### config.mk
export PLATFORM = sky130hd
export DESIGN_NAME = ata_xfer_select
export DESIGN_NICKNAME = d
export VERILOG_FILES = /design/src/rtl/ata_mode_pkg.sv /design/src/rtl/ata_dma_prio.sv /design/src/rtl/ata_pio_pick.sv /design/src/rtl/ata_xfer_select.sv
export SDC_FILE = /design/constraint.sdc
export NUM_CORES = 1
export LEC_CHECK = 0
export BUFFER_PORTS_ARGS = -buffer_cell sky130_fd_sc_hd__buf_4
export CAP_MARGIN = 25
export CORE_ASPECT_RATIO = 1.25
export CORE_MARGIN = 4
export CORE_UTILIZATION = 43
export CTS_CLUSTER_SIZE = 25
export DETAILED_ROUTE_END_ITERATION = 16
export GPL_TIMING_DRIVEN = 0
export PLACE_DENSITY = 0.86
export SLEW_MARGIN = 10
export SYNTH_ARGS = -nofsm -noshare
export SYNTH_HDL_FRONTEND = slang
export SYNTH_HIERARCHICAL = 1
export SYNTH_SLANG_ARGS = --single-unit
### constraint.sdc
create_clock -name clk -period 4.3 [get_ports clk]
set_input_delay 0.215 -clock clk [delete_from_list [all_inputs] [get_ports clk]]
set_output_delay 0.215 -clock clk [all_outputs]
set_load 0.03 [all_outputs]
### src/rtl/ata_mode_pkg.sv
package ata_mode_pkg;
  localparam int PIO_MODES = 6;
  localparam int PIO_W     = 3;
  localparam logic [PIO_W-1:0] PIO_SLOW = 3'd7;
  localparam logic [PIO_W-1:0] PIO_TOP  = 3'd5;

  // minimum cycle time in ns for PIO mode k
  function automatic int unsigned pio_cycle_ns(input int k);
    case (k)
      0: return 600;
      1: return 383;
      2: return 240;
      3: return 180;
      4: return 120;
      default: return 100;
    endcase
  endfunction

  function automatic int code_width(input int n);
    return $clog2(n + 1);
  endfunction
endpackage

### src/rtl/ata_dma_prio.sv
module ata_dma_prio #(
  parameter int UDMA_W    = 5,
  parameter int MW_W      = 3,
  parameter int SW_W      = 3,
  parameter int FAST_MIN  = 3,
  parameter int CODE_W    = 4
) (
  input  logic              dma_en,
  input  logic              cable80,
  input  logic              field_valid,
  input  logic [UDMA_W-1:0] udma_mask,
  input  logic [MW_W-1:0]   mwdma_mask,
  input  logic [SW_W-1:0]   swdma_mask,
  output logic [CODE_W-1:0] code
);
  localparam int SW_BASE = 1;
  localparam int MW_BASE = SW_BASE + SW_W;
  localparam int U_BASE  = MW_BASE + MW_W;

  logic [UDMA_W-1:0] u_elig;

  genvar g;
  generate
    for (g = 0; g < UDMA_W; g++) begin : g_gate
      if (g >= FAST_MIN) begin : g_fast
        assign u_elig[g] = udma_mask[g] & cable80 & field_valid;
      end else begin : g_slow
        assign u_elig[g] = udma_mask[g] & field_valid;
      end
    end
  endgenerate

  // scan low to high priority; the last hit wins
  always_comb begin
    code = '0;
    if (dma_en) begin
      for (int i = 0; i < SW_W; i++)
        if (swdma_mask[i]) code = CODE_W'(SW_BASE + i);
      for (int i = 0; i < MW_W; i++)
        if (mwdma_mask[i]) code = CODE_W'(MW_BASE + i);
      for (int i = 0; i < UDMA_W; i++)
        if (u_elig[i]) code = CODE_W'(U_BASE + i);
    end
  end
endmodule

### src/rtl/ata_pio_pick.sv
module ata_pio_pick
  import ata_mode_pkg::*;
#(
  parameter int PMASK_W = 8,
  parameter int TPIO_W  = 8,
  parameter int CYC_W   = 16,
  parameter int REQ_W   = 4
) (
  input  logic               field_valid,
  input  logic [PMASK_W-1:0] pio_mask,
  input  logic [TPIO_W-1:0]  legacy_pio,
  input  logic [CYC_W-1:0]   iordy_cycle,
  input  logic               force_en,
  input  logic [REQ_W-1:0]   force_pio,
  output logic [PIO_W-1:0]   code
);
  logic [PIO_W-1:0] by_cycle, by_mask, by_legacy, raw;
  logic [PIO_MODES-1:0] fits;

  genvar k;
  generate
    for (k = 0; k < PIO_MODES; k++) begin : g_tbl
      assign fits[k] = ({16'd0, iordy_cycle} <= (CYC_W + 16)'(pio_cycle_ns(k)));
    end
  endgenerate

  always_comb begin
    by_cycle = '0;
    for (int i = 0; i < PIO_MODES; i++)
      if (fits[i]) by_cycle = PIO_W'(i);
  end

  always_comb begin
    if (pio_mask[2])      by_mask = 3'd5;
    else if (pio_mask[1]) by_mask = 3'd4;
    else                  by_mask = 3'd3;
  end

  always_comb begin
    if (legacy_pio == TPIO_W'(2))      by_legacy = 3'd2;
    else if (legacy_pio == TPIO_W'(1)) by_legacy = 3'd1;
    else                               by_legacy = 3'd0;
  end

  always_comb begin
    if (field_valid && iordy_cycle != '0)  raw = by_cycle;
    else if (field_valid && |pio_mask[2:0]) raw = by_mask;
    else                                    raw = by_legacy;
  end

  always_comb begin
    if (force_en)
      code = (force_pio > REQ_W'(PIO_TOP)) ? PIO_TOP : PIO_W'(force_pio);
    else if (raw == '0 && legacy_pio == '0)
      code = PIO_SLOW;
    else
      code = raw;
  end
endmodule

### src/rtl/ata_xfer_select.sv
module ata_xfer_select
  import ata_mode_pkg::*;
#(
  parameter int UDMA_W   = 5,
  parameter int MW_W     = 3,
  parameter int SW_W     = 3,
  parameter int FAST_MIN = 3,
  parameter int PMASK_W  = 8,
  parameter int TPIO_W   = 8,
  parameter int CYC_W    = 16,
  parameter int REQ_W    = 4,
  parameter int CODE_W   = code_width(UDMA_W + MW_W + SW_W)
) (
  input  logic               clk,
  input  logic               rst,
  input  logic               strobe,
  input  logic               dma_en,
  input  logic               cable80,
  input  logic               field_valid,
  input  logic [UDMA_W-1:0]  udma_mask,
  input  logic [MW_W-1:0]    mwdma_mask,
  input  logic [SW_W-1:0]    swdma_mask,
  input  logic [PMASK_W-1:0] pio_mask,
  input  logic [TPIO_W-1:0]  legacy_pio,
  input  logic [CYC_W-1:0]   iordy_cycle,
  input  logic               force_en,
  input  logic [REQ_W-1:0]   force_pio,
  output logic [CODE_W-1:0]  dma_mode,
  output logic               dma_valid,
  output logic [PIO_W-1:0]   pio_mode
);
  localparam int U_BASE = 1 + SW_W + MW_W;

  logic [CODE_W-1:0] dma_sel;
  logic [PIO_W-1:0]  pio_sel;

  ata_dma_prio #(
    .UDMA_W(UDMA_W), .MW_W(MW_W), .SW_W(SW_W),
    .FAST_MIN(FAST_MIN), .CODE_W(CODE_W)
  ) u_dma (
    .dma_en(dma_en), .cable80(cable80), .field_valid(field_valid),
    .udma_mask(udma_mask), .mwdma_mask(mwdma_mask), .swdma_mask(swdma_mask),
    .code(dma_sel)
  );

  ata_pio_pick #(
    .PMASK_W(PMASK_W), .TPIO_W(TPIO_W), .CYC_W(CYC_W), .REQ_W(REQ_W)
  ) u_pio (
    .field_valid(field_valid), .pio_mask(pio_mask), .legacy_pio(legacy_pio),
    .iordy_cycle(iordy_cycle), .force_en(force_en), .force_pio(force_pio),
    .code(pio_sel)
  );

  always_ff @(posedge clk) begin
    if (rst) begin
      dma_mode  <= '0;
      dma_valid <= 1'b0;
      pio_mode  <= PIO_SLOW;
    end else if (strobe) begin
      dma_mode  <= dma_sel;
      dma_valid <= (dma_sel != '0);
      pio_mode  <= pio_sel;
    end
  end

  // no fast Ultra DMA code without the cable
  a_r2_cable_gate: assert property (@(posedge clk) disable iff (rst)
    (strobe && !cable80) |=> (int'(dma_mode) < U_BASE + FAST_MIN));

  // DMA disabled yields none
  a_r3_dma_off: assert property (@(posedge clk) disable iff (rst)
    (strobe && !dma_en) |=> (dma_mode == '0 && !dma_valid));

  // slow code only when the legacy timing number is zero
  a_r8_slow_legacy: assert property (@(posedge clk) disable iff (rst)
    (strobe && !force_en && legacy_pio != '0) |=> (pio_mode != PIO_SLOW));

  // forced request never exceeds the top mode
  a_r9_clamp: assert property (@(posedge clk) disable iff (rst)
    (strobe && force_en) |=> (pio_mode <= PIO_TOP));

  // outputs hold without a strobe
  a_r10_hold: assert property (@(posedge clk) disable iff (rst)
    !strobe |=> ($stable(dma_mode) && $stable(dma_valid) && $stable(pio_mode)));
endmodule

==> results of run 1 <==
-- power breakdown --
group          leakage, uW  total, uW  switching, uW  internal, uW
clock network    0.0000138       57.6           25.7          31.9
logic             0.000495        106           52.1          53.9
registers        0.0000661       81.5           2.40          79.1
-- per-stage QoR --
stage | power [uW] | cells
2_1_floorplan | 130.5 | 110
3_3_place_gp | 185.6 | 183
3_5_place_dp | 188.8 | 183
4_1_cts | 246.6 | 186
5_1_grt | 259.2 | 186
6_report | 245.1 | 186
-- layer usage --
layer / routed length, um / track usage
met1: 929 / 0.1993
met3: 324 / 0.05590
met2: 1352 / 0.3470
met4: 0 / 0.03462
met5: 0 / 0
-- critical path: stages --
cell,delay [ps]
buf_4,110
nor3_1,290
and3_4,290
nor2b_1,180
o21a_2,170
o221ai_1,110
a211o_1,300
-- area by class of cell --
class                   count  share of cell area
repair buffers             54              0.3071
inverters                   5             0.01422
flip-flops and latches      8              0.1213
multi-input cells          94              0.5081
clock buffers               3             0.01706
well taps                  19             0.01801
plain buffers               3             0.01422
-- cell usage after synthesis (2+ instances only) --
| cell | count | share of area |
|---|---|---|
| nand2_1 | 5 | 0.022 |
| o21ai_0 | 8 | 0.046 |
| o21a_1 | 2 | 0.017 |
| nor2_1 | 12 | 0.052 |
| clkbuf_1 | 2 | 0.0086 |
| mux2i_1 | 4 | 0.046 |
| o221ai_1 | 2 | 0.020 |
| dfxtp_1 | 8 | 0.18 |
| o2bb2ai_1 | 2 | 0.020 |
| nor3_1 | 3 | 0.017 |
| inv_1 | 5 | 0.022 |
| a211o_1 | 4 | 0.040 |
| o21a_2 | 2 | 0.020 |
| nor2b_1 | 3 | 0.022 |
| o211ai_1 | 3 | 0.026 |
| a21oi_1 | 6 | 0.035 |
| a31oi_1 | 2 | 0.014 |
| o21ai_1 | 3 | 0.017 |
| nor4_1 | 2 | 0.014 |
| nor4_4 | 2 | 0.049 |
| a211oi_1 | 3 | 0.026 |
| nand3_1 | 5 | 0.029 |
-- layout by cell type (no fill, tap or decap), types with 2 or more instances in the layout --
| master | n |
|---|---|
| nor4_1 | 2 |
| a211oi_1 | 3 |
| nand2_1 | 5 |
| o221ai_1 | 2 |
| a31oi_1 | 2 |
| nand3_1 | 5 |
| mux2i_1 | 4 |
| nor2_1 | 12 |
| clkbuf_4 | 3 |
| o21a_2 | 2 |
| o21ai_0 | 8 |
| clkbuf_1 | 2 |
| inv_1 | 5 |
| o2bb2ai_1 | 2 |
| o21ai_1 | 3 |
| nor4_4 | 2 |
| o211ai_1 | 3 |
| a211o_1 | 4 |
| a21oi_1 | 6 |
| dfxtp_1 | 8 |
| o21a_1 | 2 |
| nor2b_1 | 3 |
| buf_4 | 54 |
| nor3_1 | 3 |
-- state kept, by name (all words and copies together) (netlist names) --
name	count
dma_mode	4
pio_mode	3
dma_valid	1
-- cell families after synthesis --
| logic type | share of synthesized area |
|---|---|
| mux | 0.04611 |
| compound gates | 0.3977 |
| buf+inv | 0.04323 |
| simple gates | 0.3285 |
| flops | 0.1844 |
-- how the worst max path moves through the flow --
stage                               start           to  slack, ps  cells after the start
after floorplan           iordy_cycle[12]  pio_mode[1]       2740                      6
after global placement    iordy_cycle[12]  pio_mode[1]       2520                      7
after detailed placement  iordy_cycle[15]  pio_mode[1]       2510                      7
after CTS                 iordy_cycle[15]  pio_mode[1]       2770                      7
after global routing      iordy_cycle[12]  pio_mode[1]       2650                      7
final                     iordy_cycle[15]  pio_mode[1]       2770                      7
==> run summary, run 1 <==
status - finished, final reports clean
largest net degree at the start of global routing - 12
Max-Cap Viols - 0
DRT Pass-1 Iters - 4
clk_skew - 0 ps
Skew-Pair Late Insertion Delay - 250 ps
starting DRC count in detailed routing - 25
post-layout minimum cycle time - 1529 ps
GPL Wtd Cong - 0.7703
antenna-violating nets left - 0
TritonCTS clock tree - built
YS warnings - 6
register bit total from synthesis - 8
H-tree Lvls - 1
I/O pin count - 62
synth-to-layout area growth - 52.02%
Syn Inst Count - 110
ys async rst share - 0
hold buffer count at CTS - 0
unrepaired setup endpoints after global routing - false
RR Startpoint - pio_mode[2]
number of global-route vias before repair - 995
predominant post-synthesis flop cell - dfxtp_1
post-cts resize count - 0
Leak - 0.0005747 uW
Slew Limit Fails - 0
Setup Crit Path Kind - in2reg
average wire per standard cell - 14.01 um
PD cells - 185.7 nW/um2
DRC Markers - 0
TritonCTS Buffers - 3
Syn Nets - 164
endpoints failing hold - 0
final core utilization - 0.7133
Starting Density - 0.4692
Post-synth EDFFs - 0
Post-CTS Setup Repair Bufs - 0
core area - 1851 um2
R2R setup slack - 3530 ps
Hold/Removal Path Class - in2reg
Worst Hold Depth - 2
initial antenna violation count - 0
actual slew at the worst max-slew pin - 429.7 ps
CP Launch Type - input pin
syn_area_per_cell - 7.894 um2
final period utilization - 0.3555
PnR worst setup slack - 2771 ps
global route total overflow - 0
Synth Cell Area - 868.3 um2
Layout Cell Area excl Fill - 1320 um2
clock root cell - clkbuf_4
min-delay src - rst
die extent in x - 48.20 um
Seq/Total Area, Yosys - 0.1844
maximum vdd drop - 188.1 uV
worst reg-to-reg path cell count - 2
dpl hpwl - 2232 um
worst hold endpoint - dma_mode[3]
Fin Setup TNS - 0 ps
Netlist cell types - 44
CTS Sinks - 8
Antenna diodes - 0
first-pass GRT wire length - 3981 um
vias - 1092
crit-path max FO - 5
number of fill cells - 154
Critical Path End Type - flop
Longest Clk Path Bufs - 2
Via density - 5.871
R2R Path End - pio_mode[2]
post-place setup slack - 2513 ps
Worst-path clk slew - 50 ps
maximum clock frequency - 654.2 MHz
max_slew headroom - 0.7111
layout cells sized above 1 - 0.4192
CP Data Required Time - 4440 ps
fin nets - 223
hold_ws - 295.2 ps
# rows - 17
dpl cell area - 1297 um2
total die area - 2807 um2
Worst EP arrival - 1670 ps
register area - 160.2 um2
die height - 58.24 um
Detailed Route WL - 2606 um
number of port buffers - 54
area of the multi-input gates - 670.6 um2
Tot GR Track Use - 0.1882
Finish-stage setup viols - 0
Note: power is estimated with default switching activity, not from simulation.
==> run 2, diff against run 1 <==
CORE_UTILIZATION = 36   (was 43)
PLACE_DENSITY = 0.77   (was 0.86)
clock period = 1.3 ns   (was 4.3 ns; I/O delays follow)
==> run summary, run 2 (synthesis results as in run 1) <==
unrepaired setup endpoints after global routing - true
Fin Setup TNS - -150.4 ps (-150.4 ps)
die extent in x - 51.93 um (+7.7%)
number of port buffers - 54 (unchanged)
Buf+Inv Stages, Crit Path - 2 (+1)
status - finished with violations
Max-Cap Viols - 0 (unchanged)
Leak - 0.0005950 uW (+3.5%)
global route total overflow - 0 (unchanged)
delay-heaviest family, CP - compound AO/OA/AOI/OAI gates
Setup Crit Path Kind - in2reg
hold_ws - 155.5 ps (-139.6 ps)
worst hold endpoint - dma_mode[2]
CTS Sinks - 8 (unchanged)
maximum clock frequency - 730.3 MHz
antenna-violating nets left - 0 (unchanged)
die height - 62.91 um (+8.0%)
Critical Path End Type - flop
max reg flops - 4 (unchanged)
RR Startpoint - pio_mode[2]
Starting Density - 0.3845 (-0.08475)
CP Cell Sequence - buf_4 > nand3_2 > or2_1 > a221oi_4 > o21a_2 > buf_6 > o31ai_4 > a211o_1
actual slew at the worst max-slew pin - 456.6 ps (+26.87 ps)
Longest Clk Path Bufs - 2 (unchanged)
most common cell after layout, fill and taps aside - buf_4
worst reg-to-reg path cell count - 2 (unchanged)
Power, Total - 829.1 uW (+240%)
Antenna diodes - 0 (unchanged)
total die area - 3267 um2 (+16%)
DRT Pass-1 Iters - 4 (unchanged)
TritonCTS Buffers - 3 (unchanged)
Layout Cell Area excl Fill - 1424 um2 (+7.9%)
# rows - 19 (+2)
max_slew headroom - 0.6938 (-0.01730)
Tot GR Track Use - 0.1584 (-0.02979)
PnR worst setup slack - -69.26 ps (-2841 ps)
post-layout minimum cycle time - 1369 ps
Max stage delay on crit path - 310 ps (about the same)
maximum vdd drop - 686.4 uV (+260%)
dpl cell area - 1329 um2 (+2.4%)
hold buffer count at CTS - 0 (unchanged)
starting DRC count in detailed routing - 12 (-52%)
Skew-Pair Late Insertion Delay - 250 ps (about the same)
dpl hpwl - 2289 um (+2.5%)
first-pass GRT wire length - 4160 um (+4.5%)
endpoints failing hold - 0 (unchanged)
biggest regs - dma_mode x4, pio_mode x3, dma_valid x1
layout cells sized above 1 - 0.4615 (+0.04238)
clock root cell - clkbuf_4
CP Launch Type - input pin
number of global-route vias before repair - 1097 (+10%)
core area - 2258 um2 (+22%)
min-delay src - rst
Reg with most FFs - dma_mode
CP Data Required Time - 1440 ps (-3000 ps)
R2R setup slack - 530 ps (-3000 ps)
GPL Wtd Cong - 0.7748 (+0.58%)
Detailed Route WL - 2829 um (+8.6%)
largest net degree at the start of global routing - 12 (unchanged)
Worst Hold Depth - 2 (unchanged)
H-tree Lvls - 1 (unchanged)
Hold/Removal Path Class - in2reg
failing checks - setup timing
Crit-path slowest cell - a221oi_4
vias - 1122 (+2.7%)
final core utilization - 0.6305 (-0.08285)
Slew Limit Fails - 0 (unchanged)
Finish-stage setup viols - 3 (+3)
most frequent cells in the layout - buf_4, nor2_1, dfxtp_1
final period utilization - 1.053
Worst EP arrival - 1510 ps (-160 ps)
crit-path max FO - 5 (unchanged)
I/O pin count - 62 (unchanged)
Worst-path clk slew - 50 ps (about the same)
PD cells - 582.3 nW/um2 (+210%)
fin nets - 225 (+0.90%)
synth-to-layout area growth - 63.98%
R2R Path End - pio_mode[2]
clk_skew - 0 ps (unchanged)
Via density - 5.610 (-4.4%)
DRC Markers - 0 (unchanged)
TritonCTS clock tree - built
average wire per standard cell - 14.15 um (+0.96%)
initial antenna violation count - 0 (unchanged)
## run 2: cell count changes in the layout (fill, tap and decap cells not counted), sizes merged
cell | before | now
buf | 55 | 57
## run 2: layout make-up
cell class / instances / area (um2)
multi-input cells: 94 / 733.2
inverters: 5 / 18.77
well taps: 31 / 38.79
plain buffers: 3 / 18.77
clock buffers: 3 / 22.52
repair buffers: 56 / 431.7
flip-flops and latches: 8 / 160.2
fillers: 210 / 834.6
## run 2: timing repair
action | CTS | global route
endpoints found under the setup margin | 0 | 3
gates resized for setup | 0 | 10
setup buffers | 0 | 2
## run 2: worst max-delay path by stage
stage,from,endpoint,cells after the start
final,iordy_cycle[6],pio_mode[2],8
after global placement,iordy_cycle[9],pio_mode[0],7
after floorplan,iordy_cycle[9],pio_mode[0],6
after global routing,iordy_cycle[12],pio_mode[2],8
after detailed placement,iordy_cycle[9],pio_mode[0],7
after CTS,iordy_cycle[9],pio_mode[0],7
## run 2: metrics by stage
| stage | worst slack, ps | instances |
|---|---|---|
| 3_5_place_dp | -256.4 | 195 |
| 2_1_floorplan | -26.32 | 110 |
| 6_report | -69.26 | 200 |
| 5_1_grt | -138.2 | 200 |
| 4_1_cts | 6.541 | 198 |
| 3_3_place_gp | -249.6 | 195 |
## run 2: report_power, final
group	internal, uW	total, uW	switching (uW)
logic	187	374	187
clock network	105	186	80.3
registers	262	270	8.00
## run 2: metal layers
layer	wire, um	part of all wire	vias to the layer above	global-route usage
li1	-	-	554	-
met1	1031	0.36	509	0.1513
met2	1556	0.55	57	0.3239
met3	219	0.077	2	0.04057
met4	22	0.0078	0	0.01967
met5	0	0	-	0
